--- src/rtl/gic_pkg.sv ---
package gic_pkg;
  typedef enum logic [2:0] {
    M_TERM     = 3'd0,
    M_ONESHOT  = 3'd1,
    M_RATE     = 3'd2,
    M_SQUARE   = 3'd3,
    M_SWSTROBE = 3'd4,
    M_HWSTROBE = 3'd5
  } mode_t;

  typedef enum logic [1:0] {
    LD_NONE = 2'b00,
    LD_LOW  = 2'b01,
    LD_HIGH = 2'b10,
    LD_BOTH = 2'b11
  } load_fmt_t;

  // codes 110 and 111 fold onto the rate and square modes
  function automatic mode_t norm_mode(input logic [2:0] code);
    if (code[2:1] == 2'b11) return mode_t'({1'b0, code[1:0]});
    return mode_t'(code);
  endfunction
endpackage

--- src/rtl/gic_step.sv ---
module gic_step #(
  parameter int W = 16
) (
  input  logic [W-1:0] val,
  input  logic         bcd,
  input  logic [1:0]   amt,
  output logic [W-1:0] res
);
  localparam int DIGITS = W / 4;

  logic [W-1:0]        bin_res;
  logic [W-1:0]        dec_res;
  logic [DIGITS-1:1]   brw;

  assign bin_res = val - W'(amt);

  generate
    for (genvar i = 0; i < DIGITS; i++) begin : g_dig
      logic [4:0] d;
      logic [4:0] sub;
      logic       b_out;
      assign d = {1'b0, val[4*i +: 4]};
      if (i == 0) begin : g_lsd
        assign sub = {3'b000, amt};
      end else begin : g_upper
        assign sub = {4'b0000, brw[i]};
      end
      assign b_out = (d < sub);
      assign dec_res[4*i +: 4] = b_out ? 4'(d + 5'd10 - sub) : 4'(d - sub);
      if (i < DIGITS - 1) begin : g_chain
        assign brw[i+1] = b_out;
      end
    end
  endgenerate

  assign res = bcd ? dec_res : bin_res;
endmodule

--- src/rtl/gic_ctrl.sv ---
module gic_ctrl
  import gic_pkg::*;
#(
  parameter int DW = 8,
  localparam int W = 2 * DW
) (
  input  logic          clk,
  input  logic          rst,
  input  logic          cfg_we,
  input  logic [2:0]    cfg_mode,
  input  logic [1:0]    cfg_fmt,
  input  logic          cfg_bcd,
  input  logic          data_we,
  input  logic [DW-1:0] data_in,
  input  logic          take,
  output mode_t         mode,
  output logic          bcd,
  output logic [W-1:0]  cr,
  output logic          cr_pend,
  output logic          cr_ever,
  output logic          hold,
  output logic          null_count
);
  load_fmt_t     fmt;
  logic          want_high;
  logic [DW-1:0] low_q;

  always_ff @(posedge clk) begin
    if (rst) begin
      mode       <= M_TERM;
      bcd        <= 1'b0;
      fmt        <= LD_NONE;
      cr         <= '0;
      low_q      <= '0;
      want_high  <= 1'b0;
      hold       <= 1'b0;
      cr_pend    <= 1'b0;
      cr_ever    <= 1'b0;
      null_count <= 1'b0;
    end else if (cfg_we) begin
      mode       <= norm_mode(cfg_mode);
      bcd        <= cfg_bcd;
      fmt        <= load_fmt_t'(cfg_fmt);
      want_high  <= 1'b0;
      hold       <= 1'b0;
      cr_pend    <= 1'b0;
      cr_ever    <= 1'b0;
      null_count <= 1'b0;
    end else if (data_we && fmt != LD_NONE) begin
      null_count <= 1'b1;
      case (fmt)
        LD_LOW: begin
          cr      <= {{DW{1'b0}}, data_in};
          cr_pend <= 1'b1;
          cr_ever <= 1'b1;
        end
        LD_HIGH: begin
          cr      <= {data_in, {DW{1'b0}}};
          cr_pend <= 1'b1;
          cr_ever <= 1'b1;
        end
        default: begin
          if (!want_high) begin
            low_q     <= data_in;
            want_high <= 1'b1;
            hold      <= 1'b1;
          end else begin
            cr        <= {data_in, low_q};
            want_high <= 1'b0;
            hold      <= 1'b0;
            cr_pend   <= 1'b1;
            cr_ever   <= 1'b1;
          end
        end
      endcase
    end else if (take) begin
      cr_pend    <= 1'b0;
      null_count <= hold;
    end
  end

  // any accepted byte raises the flag
  assert_null_on_write_R12: assert property (@(posedge clk) disable iff (rst)
    (data_we && fmt != LD_NONE && !cfg_we) |=> null_count);

  // format 00 leaves the stored value alone
  assert_fmt_none_ignored_R8: assert property (@(posedge clk) disable iff (rst)
    (data_we && fmt == LD_NONE && !cfg_we) |=> ($stable(cr) && !null_count));
endmodule

--- src/rtl/gic_core.sv ---
module gic_core
  import gic_pkg::*;
#(
  parameter int W = 16
) (
  input  logic         clk,
  input  logic         rst,
  input  logic         cfg_we,
  input  logic [2:0]   cfg_mode,
  input  mode_t        mode,
  input  logic         bcd,
  input  logic         gate,
  input  logic [W-1:0] cr,
  input  logic         cr_pend,
  input  logic         cr_ever,
  input  logic         hold,
  output logic         take,
  output logic [W-1:0] ce_q,
  output logic         out_q
);
  localparam logic [W-1:0] ONE = W'(1);
  localparam logic [W-1:0] TWO = W'(2);

  logic         run_q, gate_q, gate_rise;
  logic [W-1:0] dec1, dec2, ce_n;
  logic         out_n, run_n;

  gic_step #(.W(W)) u_dec1 (.val(ce_q), .bcd(bcd), .amt(2'd1), .res(dec1));
  gic_step #(.W(W)) u_dec2 (.val(ce_q), .bcd(bcd), .amt(2'd2), .res(dec2));

  assign gate_rise = gate && !gate_q;

  always_comb begin
    ce_n  = ce_q;
    out_n = out_q;
    run_n = run_q;
    take  = 1'b0;
    if (cfg_we) begin
      out_n = (norm_mode(cfg_mode) != M_TERM);
      run_n = 1'b0;
    end else begin
      case (mode)
        M_TERM: begin
          if (cr_pend && !hold) begin
            ce_n = cr; out_n = 1'b0; run_n = 1'b1; take = 1'b1;
          end else if (run_q && gate && !hold) begin
            ce_n = dec1;
            if (dec1 == '0) begin out_n = 1'b1; run_n = 1'b0; end
          end
        end
        M_ONESHOT: begin
          if (gate_rise && cr_ever) begin
            ce_n = cr; out_n = 1'b0; run_n = 1'b1; take = cr_pend;
          end else if (run_q && !hold) begin
            ce_n = dec1;
            if (dec1 == '0) begin out_n = 1'b1; run_n = 1'b0; end
          end
        end
        M_RATE: begin
          if (!run_q && cr_pend && !hold) begin
            ce_n = cr; out_n = 1'b1; run_n = 1'b1; take = 1'b1;
          end else if (!gate) begin
            out_n = 1'b1;
          end else if (gate_rise && run_q) begin
            ce_n = cr; out_n = 1'b1; take = cr_pend;
          end else if (run_q && !hold) begin
            if (ce_q == ONE) begin
              ce_n = cr; out_n = 1'b1; take = cr_pend;
            end else begin
              ce_n = dec1; out_n = (dec1 != ONE);
            end
          end
        end
        M_SQUARE: begin
          if (!run_q && cr_pend && !hold) begin
            ce_n = cr; out_n = 1'b1; run_n = 1'b1; take = 1'b1;
          end else if (!gate) begin
            out_n = 1'b1;
          end else if (gate_rise && run_q) begin
            ce_n = cr; out_n = 1'b1; take = cr_pend;
          end else if (run_q && !hold) begin
            if (ce_q == ONE || ce_q == TWO) begin
              out_n = !out_q;
              ce_n  = out_q ? {cr[W-1:1], 1'b0} : cr;
              take  = cr_pend;
            end else begin
              ce_n = dec2;
            end
          end
        end
        M_SWSTROBE: begin
          if (!out_q) out_n = 1'b1;
          if (cr_pend && !hold) begin
            ce_n = cr; out_n = 1'b1; run_n = 1'b1; take = 1'b1;
          end else if (run_q && gate && !hold) begin
            ce_n = dec1;
            if (dec1 == '0) begin out_n = 1'b0; run_n = 1'b0; end
          end
        end
        M_HWSTROBE: begin
          if (!out_q) out_n = 1'b1;
          if (gate_rise && cr_ever) begin
            ce_n = cr; out_n = 1'b1; run_n = 1'b1; take = cr_pend;
          end else if (run_q && !hold) begin
            ce_n = dec1;
            if (dec1 == '0) begin out_n = 1'b0; run_n = 1'b0; end
          end
        end
        default: ;
      endcase
    end
  end

  always_ff @(posedge clk) begin
    if (rst) begin
      ce_q   <= '0;
      out_q  <= 1'b0;
      run_q  <= 1'b0;
      gate_q <= 1'b0;
    end else begin
      ce_q   <= ce_n;
      out_q  <= out_n;
      run_q  <= run_n;
      gate_q <= gate;
    end
  end

  function automatic logic bcd_ok(input logic [W-1:0] v);
    logic ok;
    ok = 1'b1;
    for (int i = 0; i < W / 4; i++) if (v[4*i +: 4] > 4'd9) ok = 1'b0;
    return ok;
  endfunction

  // in mode 0 the output only falls on a count transfer
  assert_term_no_fall_R2: assert property (@(posedge clk) disable iff (rst)
    (mode == M_TERM && out_q && !cfg_we && !take) |=> out_q);

  // the one-shot pulse starts only from a gate rising edge
  assert_oneshot_trigger_R3: assert property (@(posedge clk) disable iff (rst)
    (mode == M_ONESHOT && out_q && !cfg_we && !(gate && !gate_q)) |=> out_q);

  // gate low forces the output high in the periodic modes
  assert_gate_low_high_R4: assert property (@(posedge clk) disable iff (rst)
    ((mode == M_RATE || mode == M_SQUARE) && !gate && !cfg_we) |=> out_q);

  // strobes last exactly one clock
  assert_strobe_width_R6: assert property (@(posedge clk) disable iff (rst)
    ((mode == M_SWSTROBE || mode == M_HWSTROBE) && !out_q && !cfg_we) |=> out_q);

  // a half-written count freezes the level-gated modes
  assert_hold_freeze_R9: assert property (@(posedge clk) disable iff (rst)
    (hold && !cfg_we && (mode == M_TERM || mode == M_SWSTROBE)) |=> $stable(ce_q));

  // decimal counting keeps every digit in 0..9
  assert_bcd_digits_R10: assert property (@(posedge clk) disable iff (rst)
    (bcd && bcd_ok(ce_q) && bcd_ok(cr) && !cfg_we) |=> bcd_ok(ce_q));
endmodule

--- src/rtl/gated_interval_counter.sv ---
module gated_interval_counter
  import gic_pkg::*;
#(
  parameter int DW = 8,
  localparam int W = 2 * DW
) (
  input  logic          clk,
  input  logic          rst,
  input  logic          gate,
  input  logic          cfg_we,
  input  logic [2:0]    cfg_mode,
  input  logic [1:0]    cfg_fmt,
  input  logic          cfg_bcd,
  input  logic          data_we,
  input  logic [DW-1:0] data_in,
  output logic [W-1:0]  cur_count,
  output logic          out_level,
  output logic          null_count
);
  mode_t        mode;
  logic         bcd, cr_pend, cr_ever, hold, take;
  logic [W-1:0] cr;

  gic_ctrl #(.DW(DW)) u_ctrl (
    .clk(clk), .rst(rst), .cfg_we(cfg_we), .cfg_mode(cfg_mode),
    .cfg_fmt(cfg_fmt), .cfg_bcd(cfg_bcd), .data_we(data_we),
    .data_in(data_in), .take(take), .mode(mode), .bcd(bcd), .cr(cr),
    .cr_pend(cr_pend), .cr_ever(cr_ever), .hold(hold),
    .null_count(null_count)
  );

  gic_core #(.W(W)) u_core (
    .clk(clk), .rst(rst), .cfg_we(cfg_we), .cfg_mode(cfg_mode),
    .mode(mode), .bcd(bcd), .gate(gate), .cr(cr), .cr_pend(cr_pend),
    .cr_ever(cr_ever), .hold(hold), .take(take), .ce_q(cur_count),
    .out_q(out_level)
  );
endmodule

--- config.mk ---
export PLATFORM = sky130hd
export DESIGN_NAME = gated_interval_counter
export DESIGN_NICKNAME = d
export VERILOG_FILES = /design/src/rtl/gic_pkg.sv /design/src/rtl/gic_step.sv /design/src/rtl/gic_ctrl.sv /design/src/rtl/gic_core.sv /design/src/rtl/gated_interval_counter.sv
export SDC_FILE = /design/constraint.sdc
export NUM_CORES = 1
export LEC_CHECK = 0
export BUFFER_PORTS_ARGS = -buffer_cell sky130_fd_sc_hd__buf_2
export CORE_MARGIN = 5
export CORE_UTILIZATION = 55
export CTS_BUF_LIST = sky130_fd_sc_hd__clkbuf_2 sky130_fd_sc_hd__clkbuf_4 sky130_fd_sc_hd__clkbuf_8
export DETAILED_ROUTE_END_ITERATION = 16
export PLACE_DENSITY = 0.71
export SYNTH_ARGS = -nofsm -noshare
export SYNTH_HDL_FRONTEND = slang
export SYNTH_SLANG_ARGS = --single-unit
--- constraint.sdc ---
create_clock -name clk -period 7.1 [get_ports clk]
set_input_delay 1.42 -clock clk [delete_from_list [all_inputs] [get_ports clk]]
set_output_delay 1.42 -clock clk [all_outputs]
set_load 0.01 [all_outputs]
# Word level (Yosys, flattened, before mapping)

Cells that the tools add are included.

Register bits after elaboration: 53
Logic and storage cells: 193
Input port bits: 19
Output and inout port bits: 18

Magnitude comparators: 8
Bitwise gates (word level): 3
Reductions and logical operators: 38
Mux-type cells: 85
Equal/unequal tests: 24
Add/subtract/negate cells: 22

Operators with widths:

| kind                    | number |
|---|---|
| $mux W16                | 17 |
| $pmux W16 S4            | 1 |
| $mux W1                 | 51 |
| $sub A4 B1 Y4           | 12 |
| $mux W4                 | 8 |
| $pmux W16 S2            | 1 |
| $lt A4 B1 Y1            | 6 |
| $ne A6 B3 Y1 const B    | 3 |
| $add A4 B4 Y4 const B   | 4 |
| $eq A16 B1 Y1 const B   | 1 |
| $eq A16 B2 Y1 const B   | 1 |
| $logic_not A16 Y1       | 1 |
| $ne A16 B1 Y1 const B   | 1 |
| $sub A16 B1 Y16 const B | 1 |
| $sub A16 B2 Y16 const B | 1 |
| $mux W3                 | 4 |
| $logic_and A1 B1 Y1     | 10 |
| $reduce_or A2 Y1        | 5 |
| $ne A3 B2 Y1 const B    | 3 |
| $reduce_bool A3 Y1      | 3 |
| $ne A4 B1 Y1 const B    | 2 |
| $ne A4 B2 Y1 const B    | 2 |
| $reduce_and A4 Y1       | 2 |
| $reduce_and A8 Y1       | 1 |
| other kinds (24)        | 39 |

# Logic depth before layout (Yosys ltp)

Gate-level depths: netlist of run 1.

Depth in word-level cells: 14
Gate-level depth with buffers: 21
Depth with buffers taken out: 20

# By module

A second synthesis of run 1 with hierarchy kept.

Cells, all modules: 654
Area, all modules: 5242.5 µm²

Modules (own cells, without submodules):

| module                    | cells each | sequential area each (µm²) | instances | area each (µm²) |
|---|---|---|---|---|
| gic_core                  | 191        | 380.4                      | 1         | 1575.3 |
| gic_ctrl                  | 169        | 680.7                      | 1         | 1530.2 |
| gic_step at u_core.u_dec2 | 148        | 0.0                        | 1         | 1072.3 |
| gic_step at u_core.u_dec1 | 146        | 0.0                        | 1         | 1064.8 |

# Worst setup path after synthesis of run 1

No wires, ideal clock.

Kind: flip-flop to flip-flop
From: reg u_core.ce_q[0]
To: reg u_core.out_q
Cell stages (with the launch flop): 22
Data arrival time: 4.684 ns
Data required time: 6.970 ns
Clock period less this slack: 4.814 ns
Setup slack: 2.286 ns
Path buffers: 1
Cells stage by stage: dfxtp_1 -> clkbuf_1 -> inv_1 -> ha_1 -> or3b_2 -> inv_1 -> ha_1 -> ha_1 -> nor3b_1 -> ha_1 -> ha_1 -> nor3b_1 -> ha_1 -> ha_1 -> xor2_1 -> nor2_1 -> nor2_1 -> o31ai_1 -> o2111ai_2 -> or4_1 -> a21oi_1 -> o41ai_2

Longest elaborated chain between the ends: 14
Elaborated cells on any way between the ends: 43

RTL lines:

| item                                          | line                           | RTL |
|---|---|---|
| start, declared                               | gic_core.sv:18                 | `output logic [W-1:0] ce_q,` |
| start signal, assigned                        | gic_core.sv:121                | `ce_q <= ce_n;` |
| $lt A4 B1 Y1 (3 in a row)                     | gic_step.sv:28                 | `assign b_out = (d < sub);` |
| $sub A4 B1 Y4 or $lt A4 B1 Y1 (tied branches) | gic_step.sv:29, gic_step.sv:28 |  |
| $mux W4                                       | gic_step.sv:29                 | `assign dec_res[4*i +: 4] = b_out ? 4'(d + 5'd10 - sub) : 4'(d - sub);` |
| $mux W16                                      | gic_step.sv:36                 | `assign res = bcd ? dec_res : bin_res;` |
| $ne A16 B1 Y1                                 | gic_core.sv:70                 | `ce_n = dec1; out_n = (dec1 != ONE);` |
| $mux W1                                       | gic_core.sv:67                 | `if (ce_q == ONE) begin` |
| $mux W1                                       | gic_core.sv:66                 | `end else if (run_q && !hold) begin` |
| $mux W1                                       | gic_core.sv:64                 | `end else if (gate_rise && run_q) begin` |
| $mux W1                                       | gic_core.sv:62                 | `end else if (!gate) begin` |
| $mux W1                                       | gic_core.sv:60                 | `if (!run_q && cr_pend && !hold) begin` |
| $pmux W1 S6                                   | gic_core.sv:42                 | `case (mode)` |
| $mux W1                                       | gic_core.sv:38                 | `if (cfg_we) begin` |
| end signal, assigned                          | gic_core.sv:122                | `out_q <= out_n;` |
| end, declared                                 | gic_core.sv:19                 | `output logic out_q` |

Several ways; a longest one is shown, not always the timed one. The select of a mux whose other input is x is not followed.
A chain may end at the register's enable or synchronous reset.

# Worst setup path after layout of run 1

Same ends and word-level chain as after synthesis.

==> results of run 1 <==
[critical path: stages (launching register included)]
cell       delay, ns
dfxtp_1         0.45
inv_1           0.20
ha_1            0.23
or3b_2          0.52
inv_1           0.14
ha_1            0.26
ha_1            0.23
nor3b_1         0.34
ha_1            0.32
ha_1            0.21
nor3b_1         0.31
ha_1            0.31
ha_1            0.19
xor2_1          0.07
nor2_1          0.08
nor2_1          0.05
o31ai_1         0.31
o2111ai_2       0.20
or4_1           0.55
a21oi_1         0.21
o41ai_2         0.07
[flip-flops by register name, indices dropped and copies added, names as in the netlist, 2 cells and up]
register      flops
u_ctrl.cr        16
u_ctrl.fmt        2
u_ctrl.low_q      8
u_ctrl.mode       3
u_core.ce_q      16
[how the worst min path moves through the flow]
| stage | startpoint | to | slack, ns | cells past startpoint |
|---|---|---|---|---|
| floorplan | u_ctrl.cr[10]$_SDFFE_PP0P_ | u_ctrl.cr[10]$_SDFFE_PP0P_ | 0.43 | 2 |
| global placement | u_ctrl.low_q[0]$_SDFFE_PP0P_ | u_ctrl.low_q[0]$_SDFFE_PP0P_ | 0.47 | 2 |
| detailed placement | u_ctrl.low_q[1]$_SDFFE_PP0P_ | u_ctrl.low_q[1]$_SDFFE_PP0P_ | 0.48 | 2 |
| CTS | u_ctrl.cr[12]$_SDFFE_PP0P_ | u_ctrl.cr[12]$_SDFFE_PP0P_ | 0.49 | 2 |
| global route | u_ctrl.cr[12]$_SDFFE_PP0P_ | u_ctrl.cr[12]$_SDFFE_PP0P_ | 0.53 | 2 |
| finish | u_ctrl.low_q[1]$_SDFFE_PP0P_ | u_ctrl.low_q[1]$_SDFFE_PP0P_ | 0.49 | 2 |
[Yosys cell counts, drive strengths merged, types with 10 or more instances]
cell | count | share of area (%)
o21ai | 25 | 2.8
dfxtp | 53 | 23
clkbuf | 34 | 2.8
nor2b | 12 | 1.6
nand2 | 52 | 4.2
inv | 28 | 2.3
nand3 | 16 | 1.7
xnor2 | 16 | 3.0
mux2i | 16 | 3.4
a21oi | 41 | 4.4
ha | 42 | 11
nor2 | 61 | 5.1
a211oi | 26 | 4.2
o211ai | 10 | 1.6
nor3 | 25 | 2.7
[cell type report]
| cell class | instances | area share (%) |
|---|---|---|
| multi-input cells | 482 | 67.10 |
| flip-flops and latches | 53 | 21.61 |
| repair buffers | 39 | 4.128 |
| well taps | 105 | 2.676 |
| inverters | 28 | 2.141 |
| clock buffers | 6 | 1.555 |
| clock inverters | 2 | 0.7900 |
[kinds of logic (layout without fill, tap and decap cells)]
logic type	count (synthesis)	after routing	share of synthesized area, %
AOI/OAI and AO/OA	177	177	27.03
xor gates and xnor gates	24	24	4.527
adders and majority gates	42	42	11.32
buffers and inverters	71	75	6.198
DFF	53	53	22.85
muxes	16	16	3.449
and+or+nand+nor	223	223	24.63
[metrics by stage]
stage                     util [%]  worst slack (ns)  area, sq um
final                        59.75             1.700         4910
after CTS                    59.75             1.765         4910
after global routing         59.75             1.211         4910
after detailed placement     58.35             1.801         4795
after floorplan                  -             2.286         4643
after global placement       58.35             1.970         4795
[power by group]
group / switching, mW / leakage (nW) / total [mW] / internal, mW
registers: 0.0233 / 0.431 / 0.332 / 0.309
clock network: 0.104 / 0.0588 / 0.214 / 0.110
logic: 0.238 / 1.46 / 0.405 / 0.166
[per-layer routing]
metal / part of all wire, % / vias up / global-route usage, %
met1: 44 / 2124 / 37.26
li1: - / 2238 / -
met5: 0 / - / 0
met4: 2.5 / 0 / 8.678
met3: 6.9 / 28 / 3.208
met2: 47 / 190 / 44.57
==> metrics.txt, run 1 <==
Clock Sinks 53; largest net degree at the start of global routing 55; GR Util All Layers 27.12%; Rows 33; ys flop type dfxtp_1; peak supply drop 100.7 uV; reg-to-reg setup timing slack 1.70 ns; total grt overflow 0; DP Wirelength 10210 um; area of the multi-input gates 3294 sq um; Total Die Area 10380 sq um; total power 0.9506 mW; setup_tns 0 ns; RSZ-0062 raised after global routing false; CTS tree yes; final hold violations 0; clk_lat worst skew 0.31 ns; first-pass GRT wire length 22460 um; register area share after synthesis 22.85%; Critical Path Source u_core.ce_q[0]$_SDFFE_PP0P_; Slew Limit Headroom 18.43%; Clock Pin Slew Worst Setup and Hold Paths 0.10 ns; leak pwr 1.949 nW; Core ar. 8217 sq um; final period utilization 76.05%; EDFF count, synth 0; most frequent cells in the layout 60 x nor2_1, 53 x dfxtp_1, 52 x nand2_1; CTS HTree Levels 2; CTS Buf Count 5; NumNets Final 670; # DRC 0; routability cong. 0.9627; Setup Viol. Count Final 0; port bufs 36; Pre-antenna DRT Iters 5; power per cell area 193.6 nW/um^2; FILL cells 783; slew at the pin with the worst max-slew slack 1.193 ns; Distinct cells, synth 76; DRT antenna net count 0; vias in the first global route 4334; cell count after synthesis 606; sequential standard cell area 1061 sq um; fin. max-slew vios 0; skew final 0.008386 ns; maxcap violations 0; achievable frequency 185.2 MHz; layout cells sized above 1 10.49%; type of origin of the critical path register; antenna cells 0; Root Buffer clkbuf_8; final cell count without fillers 715; WL per Instance 18.97 um; Crit Path Class reg -> reg; initial drt markers 410; Setup crit end u_core.out_q$_SDFFE_PP0P_; #FFs+latches synth 53; initial antenna violation count 0; Crit Reg-Reg Endpoint u_core.out_q$_SDFFE_PP0P_; asr flop ratio synth 0%; DP Cell Count 707; R2R Path Start u_core.ce_q[0]$_SDFFE_PP0P_; Initial Util 56.51%; critical path endpoint category register; Ports 37; clock buffer depth 2; hold slack 0.4921 ns; post-cts resize count 0; Avg Inst Size Synth 7.662 sq um; Critical Path RT 7.27 ns; vias per cell 6.406; Synth Net Count 667; Die Width 101.9 um; vias 4580; commonest non-fill, non-tap cell in the layout nor2_1; Min Clock Period, post-route 5.400 ns; worst reg2reg path depth 20; die height 101.9 um; critical path arrival 5.57 ns; hold crit path type reg -> reg; Post-Syn Area 4643 sq um; hold_buf cts 0; Post-Route WL 13570 um; postcts setup bufs 0; status completed; Worst Path Max Fanout 12; area grow syn2layout 5.740%; Yosys Warn Count 0
(Power assumes the default switching activity.)
==> run 2: changes to the inputs <==
--- a/config.mk
+++ b/config.mk
@@ -5,12 +5,13 @@
 export SDC_FILE = /design/constraint.sdc
 export NUM_CORES = 1
 export LEC_CHECK = 0
+export ABC_AREA = 1
 export BUFFER_PORTS_ARGS = -buffer_cell sky130_fd_sc_hd__buf_2
 export CORE_MARGIN = 5
 export CORE_UTILIZATION = 55
 export CTS_BUF_LIST = sky130_fd_sc_hd__clkbuf_2 sky130_fd_sc_hd__clkbuf_4 sky130_fd_sc_hd__clkbuf_8
 export DETAILED_ROUTE_END_ITERATION = 16
-export PLACE_DENSITY = 0.71
+export PLACE_DENSITY = 0.74
 export SYNTH_ARGS = -nofsm -noshare
 export SYNTH_HDL_FRONTEND = slang
 export SYNTH_SLANG_ARGS = --single-unit
==> constraint.sdc (replaced) <==
create_clock -name clk -period 4.6 [get_ports clk]
set_input_delay 0.92 -clock clk [delete_from_list [all_inputs] [get_ports clk]]
set_output_delay 0.92 -clock clk [all_outputs]
set_load 0.01 [all_outputs]
==> metrics.txt, run 2 <==
DRT antenna net count 0 (unchanged); commonest non-fill, non-tap cell in the layout nand2_1 (was nor2_1); Rows 34 (was 33); Clock Sinks 53 (unchanged); Die Width 104.6 um (was 101.9 um); Post-Syn Area 4922 sq um (was 4643 sq um); DP Cell Count 856 (was 707); Hold Path Depth 2 (unchanged); setup_tns 0 ns (unchanged); initial antenna violation count 0 (unchanged); area grow syn2layout 7.194% (was 5.740%); GR Util All Layers 25.57% (was 27.12%); R2R Path Start u_core.ce_q[0]$_SDFFE_PP0P_ (unchanged); total grt overflow 0 (unchanged); peak supply drop 165.3 uV (was 100.7 uV); total power 1.822 mW (was 0.9506 mW); critical path's most frequent cell nand2_1 (was ha_1); final cell count without fillers 864 (was 715); first-pass GRT wire length 23630 um (was 22460 um); # DRC 0 (unchanged); CTS HTree Levels 2 (unchanged); worst reg2reg path depth 28 (was 20); fin area 5276 sq um (was 4910 sq um); Final Core Density 60.50% (was 59.75%); Setup crit end u_core.out_q$_SDFFE_PP0P_ (unchanged); critical path endpoint category register (unchanged); clock buffer depth 2 (unchanged); Distinct cells, synth 48 (was 76); Cell Area, Placed 5141 sq um (was 4795 sq um); Setup Viol. Count Final 0 (unchanged); largest net degree at the start of global routing 31 (was 55); library cell with the highest instance count after synthesis nand2_1 (was nor2_1); Core ar. 8721 sq um (was 8217 sq um); type of origin of the critical path register (unchanged); reg-to-reg setup timing slack 0.40 ns (was 1.70 ns); cell count after synthesis 735 (was 606); #FFs+latches synth 53 (unchanged); initial drt markers 576 (was 410); Total Die Area 10940 sq um (was 10380 sq um); RSZ-0062 raised after global routing false (unchanged); Critical Path Source u_core.ce_q[0]$_SDFFE_PP0P_ (unchanged); Synth Net Count 796 (was 667); fin. max-slew vios 0 (unchanged); Avg Inst Size Synth 6.697 sq um (was 7.662 sq um); CP max stage cell ha_1 (was or4_1); Ports 37 (unchanged); Clock Pin Slew Worst Setup and Hold Paths 0.10 ns (about the same); vias 5167 (was 4580); Initial Util 56.44% (was 56.51%); postcts setup bufs 0 (unchanged); Yosys Warn Count 0 (unchanged); final hold violations 0 (unchanged); worst setup margin 0.3992 ns (was 1.700 ns); Post-Route WL 14390 um (was 13570 um); Root Buffer clkbuf_8 (unchanged); Pre-antenna DRT Iters 6 (was 5); clk_lat worst skew 0.32 ns (was 0.31 ns); DP Wirelength 11160 um (was 10210 um); vias per cell 5.980 (was 6.406); Slew Limit Headroom 42.90% (was 18.43%); register area share after synthesis 21.56% (was 22.85%); status completed (unchanged); Synth top area share 21.56% (was 22.85%); routability cong. 0.9476 (was 0.9627); layout cells sized above 1 14.42% (was 10.49%); hold crit path type reg -> reg (unchanged); final period utilization 91.32% (was 76.05%); critical path arrival 4.41 ns (was 5.57 ns); die height 104.6 um (was 101.9 um); area leader, netlist dfxtp_1 (unchanged); port bufs 36 (unchanged); achievable frequency 238.1 MHz (was 185.2 MHz); Crit Reg-Reg Endpoint u_core.out_q$_SDFFE_PP0P_ (unchanged); largest stage delay on the critical path 0.41 ns (was 0.55 ns); Critical Path RT 4.81 ns (was 7.27 ns); Top Registers u_core.ce_q x16, u_ctrl.cr x16, u_ctrl.low_q x8 (unchanged); vias in the first global route 4772 (was 4334); hold slack 0.4966 ns (was 0.4921 ns); CTS Buf Count 5 (unchanged); antenna cells 0 (unchanged); Crit Path Class reg -> reg (unchanged); slew at the pin with the worst max-slew slack 0.8556 ns (was 1.193 ns); most frequent cells in the layout 117 x nand2_1, 89 x inv_1, 66 x o21ai_0 (was 60 x nor2_1, 53 x dfxtp_1, 52 x nand2_1); skew final 0.008195 ns (was 0.008386 ns); Worst Path Max Fanout 7 (was 12); Min Clock Period, post-route 4.201 ns (was 5.400 ns); EDFF count, synth 0 (unchanged); CTS tree yes (unchanged); maxcap violations 0 (unchanged); dpl ws 0.3654 ns (was 1.801 ns); ys flop type dfxtp_1 (unchanged); leak pwr 2.467 nW (was 1.949 nW); leading post-synthesis cells by cell area dfxtp_1 22%, ha_1 11%, nand2_1 8.9% (was dfxtp_1 23%, ha_1 11%, nor2_1 4.9%); FILL cells 831 (was 783); synth cell count leaders 117 x nand2_1, 89 x inv_1, 66 x o21ai_0 (was 60 x nor2_1, 53 x dfxtp_1, 52 x nand2_1); NumNets Final 816 (was 670); WL per Instance 16.65 um (was 18.97 um); asr flop ratio synth 0% (unchanged); power per cell area 345.3 nW/um^2 (was 193.6 nW/um^2)
-- run 2: cell types whose count changed in the layout (fill, tap and decap cells not counted), moves of 16 or more --
cell     before  now
nand2_1      52  117
inv_1        28   89
o21ai_0      24   66
nand3_1      16   41
a21oi_1      41   62
mux2i_1      16    0
-- run 2: repair_timing --
item                                    in CTS  in global routing
hold buffers                                 0                  0
resized for setup                            0                  1
endpoints found under the setup margin       0                  1
-- run 2: kinds of logic (layout without fill, tap and decap cells) --
logic type	after synthesis	count (layout)	synth area share, %
AO/OA/AOI/OAI	210	210	25.60
XOR/XNOR	21	21	3.737
adder cells (fa/ha/maj)	42	42	10.68
buffers and inverters	129	150	10.52
flip-flops	53	53	21.56
AND/OR/NAND/NOR	280	280	27.91
-- run 2: critical path, delay by kind of cell, from the launching register on --
| kind | cells | cell delay [ns] |
|---|---|---|
| AO/OA/AOI/OAI | 1 | 0.05 |
| buffers and inverters | 5 | 0.53 |
| adder cells (fa/ha/maj) | 7 | 1.68 |
| flip-flops | 1 | 0.32 |
| AND/OR/NAND/NOR | 15 | 1.48 |
-- run 2: final cells by class --
class	instances	area [sq um]	share of cell area, %
Clock buffer	5	68.82	1.304
Clock inverter	3	65.06	1.233
Inverter	102	382.9	7.256
Multi-Input combinational cell	553	3352	63.53
Sequential cell	53	1062	20.13
Tap cell	108	135.1	2.561
Timing Repair Buffer	40	210.2	3.984
-- run 2: how the worst min path moves through the flow --
stage,startpoint,end
floorplan,u_ctrl.cr[8]$_SDFFE_PP0P_,u_ctrl.cr[8]$_SDFFE_PP0P_
global placement,u_ctrl.low_q[0]$_SDFFE_PP0P_,u_ctrl.low_q[0]$_SDFFE_PP0P_
detailed placement,u_ctrl.low_q[0]$_SDFFE_PP0P_,u_ctrl.low_q[0]$_SDFFE_PP0P_
CTS,u_ctrl.low_q[0]$_SDFFE_PP0P_,u_ctrl.low_q[0]$_SDFFE_PP0P_
global route,u_ctrl.low_q[4]$_SDFFE_PP0P_,u_ctrl.low_q[4]$_SDFFE_PP0P_
finish,u_ctrl.low_q[0]$_SDFFE_PP0P_,u_ctrl.low_q[0]$_SDFFE_PP0P_
-- run 2: per-layer routing --
metal	GRT usage [%]	part of all wire (%)	routed length, um
met3	3.206	7.4	1064
met2	43.53	48	6943
met4	7.306	2.0	282
met1	34.06	42	6098
met5	0	0	0
-- run 2: power by group --
group	internal [mW]	switching, mW	leakage (nW)
clock network	0.216	0.167	0.0681
logic	0.318	0.587	1.97
registers	0.487	0.0463	0.433
total	1.02	0.800	2.47
==> run 3: changes to the inputs <==
--- a/config.mk
+++ b/config.mk
@@ -7,11 +7,13 @@
 export LEC_CHECK = 0
 export ABC_AREA = 1
 export BUFFER_PORTS_ARGS = -buffer_cell sky130_fd_sc_hd__buf_2
+export CELL_PAD_IN_SITES_DETAIL_PLACEMENT = 0
+export CELL_PAD_IN_SITES_GLOBAL_PLACEMENT = 2
 export CORE_MARGIN = 5
-export CORE_UTILIZATION = 55
+export CORE_UTILIZATION = 32
 export CTS_BUF_LIST = sky130_fd_sc_hd__clkbuf_2 sky130_fd_sc_hd__clkbuf_4 sky130_fd_sc_hd__clkbuf_8
 export DETAILED_ROUTE_END_ITERATION = 16
-export PLACE_DENSITY = 0.74
+export PLACE_DENSITY = 0.76
 export SYNTH_ARGS = -nofsm -noshare
 export SYNTH_HDL_FRONTEND = slang
 export SYNTH_SLANG_ARGS = --single-unit
==> metrics.txt, run 3 (same netlist as run 2, synthesis figures left out) <==
port bufs 36 (unchanged); clk_lat worst skew 0.33 ns (was 0.32 ns); vias in the first global route 4709 (was 4772); Clock Pin Slew Worst Setup and Hold Paths 0.12 ns (was 0.10 ns); total grt overflow 0 (unchanged); met2 wire length 8044 um (was 6943 um); WL per Instance 17.78 um (was 16.65 um); Pre-antenna DRT Iters 5 (was 6); Clock Sinks 53 (unchanged); die height 134.0 um (was 104.6 um); commonest non-fill, non-tap cell in the layout nand2_1 (unchanged); critical path's most frequent cell nand2_1 (unchanged); GR Util All Layers 18.52% (was 25.57%); vias 4985 (was 5167); initial drt markers 277 (was 576); power per cell area 327.7 nW/um^2 (was 345.3 nW/um^2); Min Clock Period, post-route 4.225 ns (was 4.201 ns); largest stage delay on the critical path 0.52 ns (was 0.41 ns); WL met1 8251 um (was 6098 um); final hold violations 0 (unchanged); area grow syn2layout 9.151% (was 7.194%); vias per cell 5.253 (was 5.980); skew final 0.01460 ns (was 0.008195 ns); slew at the pin with the worst max-slew slack 0.9303 ns (was 0.8556 ns); achievable frequency 236.7 MHz (was 238.1 MHz); initial antenna violation count 0 (unchanged); fin area 5373 sq um (was 5276 sq um); Ports 37 (unchanged); routability cong. 0.8348 (was 0.9476); hold_buf cts 0 (unchanged); final cell count without fillers 949 (was 864); hold crit path type reg -> reg (unchanged); Die Width 134.0 um (was 104.6 um); layout cells sized above 1 14.85% (was 14.42%); area of the multi-input gates 3352 sq um (unchanged); Setup Viol. Count Final 0 (unchanged); type of origin of the critical path register (unchanged); CTS Buf Count 5 (unchanged); setup_tns 0 ns (unchanged); RSZ-0062 raised after global routing false (unchanged); Slew Limit Headroom 37.91% (was 42.90%); sequential standard cell area 1061 sq um (was 1062 sq um); DP Wirelength 13090 um (was 11160 um); status completed (unchanged); Worst Path Max Fanout 8 (was 7); Cell Area, Placed 5279 sq um (was 5141 sq um); final period utilization 91.85% (was 91.32%); WL met3 464 um (was 1064 um); Post-Route WL 16870 um (was 14390 um); Total Die Area 17960 sq um (was 10940 sq um); antenna cells 0 (unchanged); NumNets Final 821 (was 816); Top Registers u_core.ce_q x16, u_ctrl.cr x16, u_ctrl.low_q x8 (unchanged); Crit Path Class reg -> reg (unchanged); post-cts resize count 0 (unchanged); critical path arrival 4.44 ns (was 4.41 ns); Root Buffer clkbuf_8 (unchanged); FILL cells 1651 (was 831); most frequent cells in the layout 117 x nand2_1, 89 x inv_1, 66 x o21ai_0 (unchanged); fin. max-slew vios 0 (unchanged); leak pwr 2.468 nW (was 2.467 nW); largest net degree at the start of global routing 31 (unchanged); DP Cell Count 941 (was 856); critical path endpoint category register (unchanged); Critical Path RT 4.82 ns (was 4.81 ns); Initial Util 32.50% (was 56.44%); CTS tree yes (unchanged); max layer used met4 (unchanged); maxcap violations 0 (unchanged); CP max stage cell dfxtp_1 (was ha_1); postcts setup bufs 0 (unchanged); first-pass GRT wire length 26630 um (was 23630 um); clock buffer depth 2 (unchanged); Rows 45 (was 34); Core ar. 15150 sq um (was 8721 sq um); peak supply drop 153.2 uV (was 165.3 uV); # DRC 0 (unchanged); CTS HTree Levels 2 (unchanged); DRT antenna net count 0 (unchanged)
==> run 3: path summary, 6_finish.rpt <==
| check | from | to | slack [ns] | depth (start not counted) |
|---|---|---|---|---|
| setup / recovery | u_core.ce_q[1]$_SDFFE_PP0P_ | u_core.out_q$_SDFFE_PP0P_ | 0.37 | 27 |
| hold / removal | u_ctrl.low_q[5]$_SDFFE_PP0P_ | u_ctrl.low_q[5]$_SDFFE_PP0P_ | 0.50 | 2 |
| setup reg to reg | u_core.ce_q[1]$_SDFFE_PP0P_ | u_core.out_q$_SDFFE_PP0P_ | 0.37 | 27 |
| hold reg to reg | u_ctrl.low_q[5]$_SDFFE_PP0P_ | u_ctrl.low_q[5]$_SDFFE_PP0P_ | 0.50 | 2 |
==> run 3: power by group <==
| group | internal [mW] | switching [mW] | leakage [nW] | total, mW |
|---|---|---|---|---|
| Combinational | 0.323 | 0.605 | 1.99 | 0.928 |
| Sequential | 0.487 | 0.0456 | 0.433 | 0.533 |
| Clock | 0.112 | 0.188 | 0.0452 | 0.300 |
==> run 3: critical path: cells and delay by family (launching register included) <==
| kind | cells | cell delay, ns |
|---|---|---|
| AND/OR/NAND/NOR | 14 | 1.40 |
| AO/OA/AOI/OAI | 1 | 0.05 |
| buffers and inverters | 5 | 0.44 |
| adder cells (fa/ha/maj) | 7 | 1.70 |
| flip-flops | 1 | 0.52 |
==> run 3: layer usage <==
layer | up-vias | global-route usage (%)
met2 | 82 | 31.25
met5 | - | 0
met1 | 2339 | 26.26
li1 | 2557 | -
met3 | 7 | 1.688
met4 | 0 | 2.941
==> run 3: cell type report <==
class | instances | area share, %
Multi-Input combinational cell | 553 | 62.39
Sequential cell | 53 | 19.75
Inverter | 102 | 7.126
Timing Repair Buffer | 45 | 4.611
Tap cell | 188 | 4.378
Clock buffer | 5 | 1.281
Clock inverter | 3 | 0.4658
==> run 3: per-stage QoR <==
stage | setup WS [ns] | power (mW) | utilization, % | hold WS (ns)
6_report | 0.3749 | 1.761 | 35.47 | 0.5001
5_1_grt | 0.04394 | 1.904 | 35.47 | 0.5186
4_1_cts | 0.3897 | 1.770 | 35.47 | 0.4980
3_5_place_dp | 0.4070 | 1.468 | 34.85 | 0.4727
3_3_place_gp | 0.5477 | 1.466 | 34.85 | 0.4684
2_1_floorplan | 0.6977 | 1.224 | - | 0.4509
